<file path="src/rtl/wfp_pkg.sv">
package wfp_pkg;

    localparam int ADDR_W   = 2;
    localparam int TRIG_W   = 3;
    localparam int NIB_W    = 4;
    localparam int NIB_MAX  = (1 << NIB_W) - 1;

    typedef enum logic [ADDR_W-1:0] {
        SEL_CTRL = 2'd0,
        SEL_STAT = 2'd1,
        SEL_DATA = 2'd2,
        SEL_ERR  = 2'd3
    } reg_sel_e;

    // Control layout: tx trigger 7:5, rx trigger 4:2, tx flush 1, rx flush 0
    typedef struct packed {
        logic [TRIG_W-1:0] tx_trig;
        logic [TRIG_W-1:0] rx_trig;
        logic              tx_flush;
        logic              rx_flush;
    } ctrl_t;

    // Error layout: underflow 1, overflow 0
    typedef struct packed {
        logic rx_udf;
        logic tx_ovf;
    } err_t;

    localparam int CTRL_W = $bits(ctrl_t);
    localparam int ERR_W  = $bits(err_t);

    function automatic logic [NIB_W-1:0] sat_nib(input logic [15:0] n);
        return (n > 16'(NIB_MAX)) ? NIB_W'(NIB_MAX) : n[NIB_W-1:0];
    endfunction

    function automatic logic meets_trig(input logic [15:0] n,
                                        input logic [TRIG_W-1:0] t);
        return n >= ({{(16-TRIG_W){1'b0}}, t} + 16'd1);
    endfunction

endpackage

</file>
<file path="src/rtl/wfp_fifo.sv">
module wfp_fifo #(
    parameter int W     = 32,
    parameter int DEPTH = 8,
    localparam int PTR_W = (DEPTH > 1) ? $clog2(DEPTH) : 1,
    localparam int CNT_W = $clog2(DEPTH + 1)
) (
    input  logic             clk,
    input  logic             rst,
    input  logic             flush,
    input  logic             push,
    input  logic [W-1:0]     push_data,
    input  logic             pop,
    output logic [W-1:0]     head,
    output logic [CNT_W-1:0] count,
    output logic             full,
    output logic             empty
);

    logic [W-1:0]     mem [DEPTH];
    logic [PTR_W-1:0] rd_ptr, wr_ptr;
    logic             do_push, do_pop;

    assign full    = (count == CNT_W'(DEPTH));
    assign empty   = (count == '0);
    assign do_push = push && !full && !flush;
    assign do_pop  = pop && !empty && !flush;
    assign head    = mem[rd_ptr];

    function automatic logic [PTR_W-1:0] bump(input logic [PTR_W-1:0] p);
        return (p == PTR_W'(DEPTH - 1)) ? '0 : p + PTR_W'(1);
    endfunction

    always_ff @(posedge clk) begin
        if (do_push) begin
            mem[wr_ptr] <= push_data;
        end
    end

    always_ff @(posedge clk) begin
        if (rst || flush) begin
            rd_ptr <= '0;
            wr_ptr <= '0;
            count  <= '0;
        end else begin
            if (do_push) wr_ptr <= bump(wr_ptr);
            if (do_pop)  rd_ptr <= bump(rd_ptr);
            count <= count + CNT_W'(do_push) - CNT_W'(do_pop);
        end
    end

endmodule

</file>
<file path="src/rtl/wfp_ctrl.sv">
module wfp_ctrl
    import wfp_pkg::*;
#(
    parameter int DATA_W = 32
) (
    input  logic              clk,
    input  logic              rst,
    input  logic              wr,
    input  reg_sel_e          sel,
    input  logic [DATA_W-1:0] wdata,
    input  logic              ovf_set,
    input  logic              udf_set,
    output ctrl_t             ctrl,
    output err_t              err
);

    logic  ctrl_wr, err_clr;
    err_t  clr_mask;

    assign ctrl_wr  = wr && (sel == SEL_CTRL);
    assign err_clr  = wr && (sel == SEL_ERR);
    assign clr_mask = err_clr ? err_t'(wdata[ERR_W-1:0]) : '0;

    always_ff @(posedge clk) begin
        if (rst) begin
            ctrl <= '0;
            err  <= '0;
        end else begin
            if (ctrl_wr) begin
                ctrl <= ctrl_t'(wdata[CTRL_W-1:0]);
            end else begin
                ctrl.tx_flush <= 1'b0;
                ctrl.rx_flush <= 1'b0;
            end
            err.tx_ovf <= ovf_set | (err.tx_ovf & ~clr_mask.tx_ovf);
            err.rx_udf <= udf_set | (err.rx_udf & ~clr_mask.rx_udf);
        end
    end

endmodule

</file>
<file path="src/rtl/wfp_view.sv">
module wfp_view
    import wfp_pkg::*;
#(
    parameter int DATA_W = 32,
    parameter int CNT_W  = 4
) (
    input  reg_sel_e          sel,
    input  ctrl_t             ctrl,
    input  err_t              err,
    input  logic [CNT_W-1:0]  tx_free,
    input  logic [CNT_W-1:0]  rx_used,
    input  logic [DATA_W-1:0] rx_head,
    input  logic              rx_empty,
    output logic [DATA_W-1:0] rdata,
    output logic              tx_req,
    output logic              rx_req
);

    logic [2*NIB_W-1:0] stat_word;

    assign stat_word = {sat_nib(16'(tx_free)), sat_nib(16'(rx_used))};
    assign tx_req    = meets_trig(16'(tx_free), ctrl.tx_trig);
    assign rx_req    = meets_trig(16'(rx_used), ctrl.rx_trig);

    always_comb begin
        rdata = '0;
        unique case (sel)
            SEL_CTRL: rdata[CTRL_W-1:0]  = ctrl;
            SEL_STAT: rdata[2*NIB_W-1:0] = stat_word;
            SEL_DATA: rdata              = rx_empty ? '0 : rx_head;
            SEL_ERR:  rdata[ERR_W-1:0]   = err;
            default:  rdata              = '0;
        endcase
    end

endmodule

</file>
<file path="src/rtl/word_fifo_pair.sv">
module word_fifo_pair
    import wfp_pkg::*;
#(
    parameter int DATA_W = 32,
    parameter int DEPTH  = 8,
    localparam int CNT_W = $clog2(DEPTH + 1)
) (
    input  logic              clk,
    input  logic              rst,
    input  logic              reg_wr,
    input  logic              reg_rd,
    input  logic [1:0]        reg_addr,
    input  logic [DATA_W-1:0] reg_wdata,
    output logic [DATA_W-1:0] reg_rdata,
    output logic              tx_req,
    output logic              rx_req,
    output logic              tx_ovf_err,
    output logic              rx_udf_err,
    input  logic              eng_tx_pop,
    output logic [DATA_W-1:0] eng_tx_data,
    output logic              eng_tx_avail,
    input  logic              eng_rx_push,
    input  logic [DATA_W-1:0] eng_rx_data,
    output logic              eng_rx_space
);

    reg_sel_e          sel;
    ctrl_t             ctrl;
    err_t              err;
    logic              tx_push, rx_pop;
    logic              tx_full, tx_empty, rx_full, rx_empty;
    logic              tx_flush_pend, rx_flush_pend;
    logic [CNT_W-1:0]  tx_cnt, rx_cnt, tx_free;
    logic [DATA_W-1:0] tx_head, rx_head;

    assign sel           = reg_sel_e'(reg_addr);
    assign tx_push       = reg_wr && (sel == SEL_DATA);
    assign rx_pop        = reg_rd && (sel == SEL_DATA);
    assign tx_flush_pend = ctrl.tx_flush;
    assign rx_flush_pend = ctrl.rx_flush;
    assign tx_free       = CNT_W'(DEPTH) - tx_cnt;

    wfp_fifo #(.W(DATA_W), .DEPTH(DEPTH)) u_tx (
        .clk       (clk),
        .rst       (rst),
        .flush     (tx_flush_pend),
        .push      (tx_push),
        .push_data (reg_wdata),
        .pop       (eng_tx_pop),
        .head      (tx_head),
        .count     (tx_cnt),
        .full      (tx_full),
        .empty     (tx_empty)
    );

    wfp_fifo #(.W(DATA_W), .DEPTH(DEPTH)) u_rx (
        .clk       (clk),
        .rst       (rst),
        .flush     (rx_flush_pend),
        .push      (eng_rx_push),
        .push_data (eng_rx_data),
        .pop       (rx_pop),
        .head      (rx_head),
        .count     (rx_cnt),
        .full      (rx_full),
        .empty     (rx_empty)
    );

    wfp_ctrl #(.DATA_W(DATA_W)) u_ctrl (
        .clk     (clk),
        .rst     (rst),
        .wr      (reg_wr),
        .sel     (sel),
        .wdata   (reg_wdata),
        .ovf_set (tx_push && tx_full),
        .udf_set (rx_pop && rx_empty),
        .ctrl    (ctrl),
        .err     (err)
    );

    wfp_view #(.DATA_W(DATA_W), .CNT_W(CNT_W)) u_view (
        .sel      (sel),
        .ctrl     (ctrl),
        .err      (err),
        .tx_free  (tx_free),
        .rx_used  (rx_cnt),
        .rx_head  (rx_head),
        .rx_empty (rx_empty),
        .rdata    (reg_rdata),
        .tx_req   (tx_req),
        .rx_req   (rx_req)
    );

    assign tx_ovf_err   = err.tx_ovf;
    assign rx_udf_err   = err.rx_udf;
    assign eng_tx_data  = tx_empty ? '0 : tx_head;
    assign eng_tx_avail = !tx_empty;
    assign eng_rx_space = !rx_full;

endmodule

</file>
<file path="config.mk">
export PLATFORM = sky130hd
export DESIGN_NAME = word_fifo_pair
export DESIGN_NICKNAME = d
export VERILOG_FILES = /design/src/rtl/wfp_pkg.sv /design/src/rtl/wfp_fifo.sv /design/src/rtl/wfp_ctrl.sv /design/src/rtl/wfp_view.sv /design/src/rtl/word_fifo_pair.sv
export SDC_FILE = /design/constraint.sdc
export NUM_CORES = 1
export LEC_CHECK = 0
export BUFFER_PORTS_ARGS = -buffer_cell sky130_fd_sc_hd__buf_2
export CAP_MARGIN = 10
export CORE_UTILIZATION = 45
export CTS_BUF_LIST = sky130_fd_sc_hd__clkbuf_4
export DETAILED_ROUTE_END_ITERATION = 10
export GPL_TIMING_DRIVEN = 1
export PLACE_DENSITY = 0.73
export SLEW_MARGIN = 10
export SYNTH_ARGS = -nofsm -noshare
export SYNTH_HDL_FRONTEND = slang
export SYNTH_HIERARCHICAL = 1
export SYNTH_SLANG_ARGS = --single-unit
export TNS_END_PERCENT = 30
</file>
<file path="constraint.sdc">
create_clock -name clk -period 10.1 [get_ports clk]
set_clock_uncertainty 0.15 [all_clocks]
set_input_delay 1.515 -clock clk [delete_from_list [all_inputs] [get_ports clk]]
set_output_delay 1.515 -clock clk [all_outputs]
set_load 0.01 [all_outputs]
</file>
==> reports/metrics.yaml <==
status: "completed"
yosys_warnings: 6
route.detailed.drc: 0
drtIter0Drc: 730
cts_root_buf: "clkbuf_4"
worstPathMaxFanout: 42
worst_pin_slew_ns: 1.04
die_area_um2: 50400
rsz0062_at_grt: "false"
multi_input_area_um2: 5830
antenna_found_initial: 5
min_from: "u_tx/rd_ptr[2]"
die_h_um: 224
routed_via_density: 5.28
grt_pass1_wl_um: 66400
syn_nets: 1177
grt_use_total_pct: 17.9
ff2ff_path_depth: 13
cts_tree: "done"
place_area_um2: 23700
cts_buffers: 140
min_path_cells: 2
cts-hold-fix-buffers: 0
synth-edff-count: 512
io_buffers: 141
start_kind: "flip-flop"
synth_cell_types: 41
nFillCells: 3914
drtPass1Iterations: 5
rr_startpoint: "u_tx/count[2]"
slowest_delay_ns: 0.70
leakagePower_uw: 0.00879
pin_count: 142
cts_setup_buffers: 0
crit_required_ns: 8.44
crit_type: "reg -> out"
routedWlPerCell_um: 20.8
start_util_pct: 45.6
clk_latency_ns: 0.93
dp_hpwl_um: 24100
synthCells: 1072
yosys.area.top_type: "edfxtp_1"
grt_pass1_vias: 11800
path_clk_slew_ns: 0.07
synth_top_area_share_pct: 69.0
r2r_slack_ns: 7.07
finalWeightedCongestion: 0.743
dp_cells: 1851
finalMaxSlewViolations: 0
drive_gt1_share_pct: 37.4
worst_path_max_delay_cell: "buf_4"
synthArstFlopShare_pct: 0
gr-total-overflow: 0
p_total_uw: 5450
peakVddDrop_mv: 0.174
syn2layout_area_growth_pct: 14.9
avgSynthCellArea_um2: 20.8
regArea_um2: 16100
p_per_area_nw_per_um2: 213
grt_start_max_net_pins: 65
ys_seq_area_share_pct: 72.3
maxSlewHeadroom_pct: 30.4
synth_top_flop_cell: "edfxtp_1"
row_count: 81
syn_area_um2: 22300
ys_ff_latch: 548
via_count: 11100
cp-end-kind: "output port"
setup_viol: 0
r2r-end: "u_tx/count[2]"
nets: 1434
drtAntennaViolNets: 0
crit_arrival_ns: 3.53
chipWidth_um: 224
cts.sinks: 548
setup-tns-final_ns: 0
fmax_mhz: 192
stdcell_count: 2093
period_minus_slack_ns: 5.20
wirelength_um: 43600
coreArea_um2: 48800
post-route-cell-area_um2: 25600
hold_violations: 0
clock_path_buffers: 3
maxCapViolCount: 0
htree_levels: 4
fin_crit_sh_pct: 51.5
synth.area.top_cells: "edfxtp_1, mux4_1, mux4_2, dfxtp_1, mux2_2"
min_path_type: "reg -> reg"
crit_chain: "buf_4, mux4_1, mux2_2, nand2_1, o21ai_1, buf_2"
cts-resized-gates: 0
how the worst max path moves through the flow:
stage | from | endpoint | slack, ns
finish | flip-flop | reg_rdata[5] | 4.90
detailed placement | reg_addr[1] | reg_rdata[5] | 5.60
floorplan | reg_addr[0] | u_tx/mem[4][0] | 3.94
CTS | flip-flop | reg_rdata[5] | 4.72
global route | flip-flop | reg_rdata[5] | 4.67
global placement | reg_addr[1] | reg_rdata[5] | 5.69
registers in the layout (all words and copies together), names as in the netlist, named ones only:
signal,flops
u_tx/count,4
u_rx/wr_ptr,3
u_ctrl/ctrl,8
u_tx/wr_ptr,3
u_rx/mem,256
u_tx/mem,256
u_rx/count,4
u_ctrl/err,2
u_tx/rd_ptr,3
u_rx/rd_ptr,3
layout by cell type, fill, tap and decap left out, drive strengths merged, types with 6 or more instances in the layout:
cell type	instances
edfxtp	512
clkbuf	202
buf	163
mux4	128
mux2	64
nand2	37
dfxtp	36
nor2b	35
ha	31
inv	31
and2	28
mux2i	26
clkinv	22
nand2b	16
nor2	13
nor3	11
o21ai	8
nor3b	8
a21oi	7
bufinv	6
nand3	6
worst max-delay path: cells and delay by family, from the launching register on:
| kind | cells | cell delay (ns) |
|---|---|---|
| DFF | 1 | 0.62 |
| AOI/OAI and AO/OA | 1 | 0.09 |
| muxes | 2 | 0.94 |
| buffers and inverters | 2 | 0.86 |
| and+or+nand+nor | 1 | 0.06 |
synth_stat cells, types with 2 or more instances:
master	count
edfxtp_1	512
mux4_1	74
mux2_2	64
mux4_2	54
nand2_1	37
dfxtp_1	36
nor2b_1	35
ha_1	31
and2_1	28
inv_1	26
mux2i_1	26
buf_6	19
buf_1	16
nand2b_1	16
nor2_1	13
nor3_1	10
o21ai_1	8
a21oi_1	7
nand3_1	6
nor3b_1	6
buf_2	5
and3b_1	4
clkbuf_1	4
nor4b_1	4
a21o_1	3
buf_4	3
xnor2_1	3
xor2_1	3
a311oi_1	2
fa_1	2
nand3b_1	2
nor4_1	2
or3_1	2
or3b_2	2
per-stage QoR:
step | utilization, % | worst slack [ns] | hold WS (ns)
global route | 52.4 | 4.67 | 0.373
finish | 52.4 | 4.90 | 0.340
global placement | 48.6 | 5.69 | 0.311
detailed placement | 48.6 | 5.60 | 0.328
floorplan | - | 3.94 | 0.308
CTS | 52.4 | 4.72 | 0.341
metal layers:
layer	track usage, %	up-vias	part of all wire [%]
met2	29.7	336	51
met4	7.22	2	1.5
met5	0	-	0.025
met3	5.25	62	5.9
met1	22.0	5647	42
li1	-	5008	-
layout make-up:
| type | instances | area share (%) |
|---|---|---|
| diodes | 4 | 0.0391 |
| clock buffers | 202 | 5.92 |
| clock inverters | 36 | 1.29 |
| inverters | 26 | 0.381 |
| multi-input cells | 450 | 22.8 |
| flip-flops and latches | 548 | 62.9 |
| well taps | 664 | 3.25 |
| repair buffers | 163 | 3.40 |
report_power, final:
group / internal, uW / switching, uW / total (uW)
Clock: 1070 / 857 / 1930
Combinational: 404 / 469 / 873
Sequential: 2570 / 77.8 / 2650
Total: 4050 / 1400 / 5450
cells by family after synthesis:
| kind of cell | synth area share (%) |
|---|---|
| AOI/OAI and AO/OA | 0.584 |
| xor gates and xnor gates | 0.236 |
| adders and majority gates | 1.92 |
| buffers and inverters | 1.97 |
| DFF | 72.3 |
| muxes | 18.6 |
| and+or+nand+nor | 4.42 |
(Power assumes the default switching activity.)
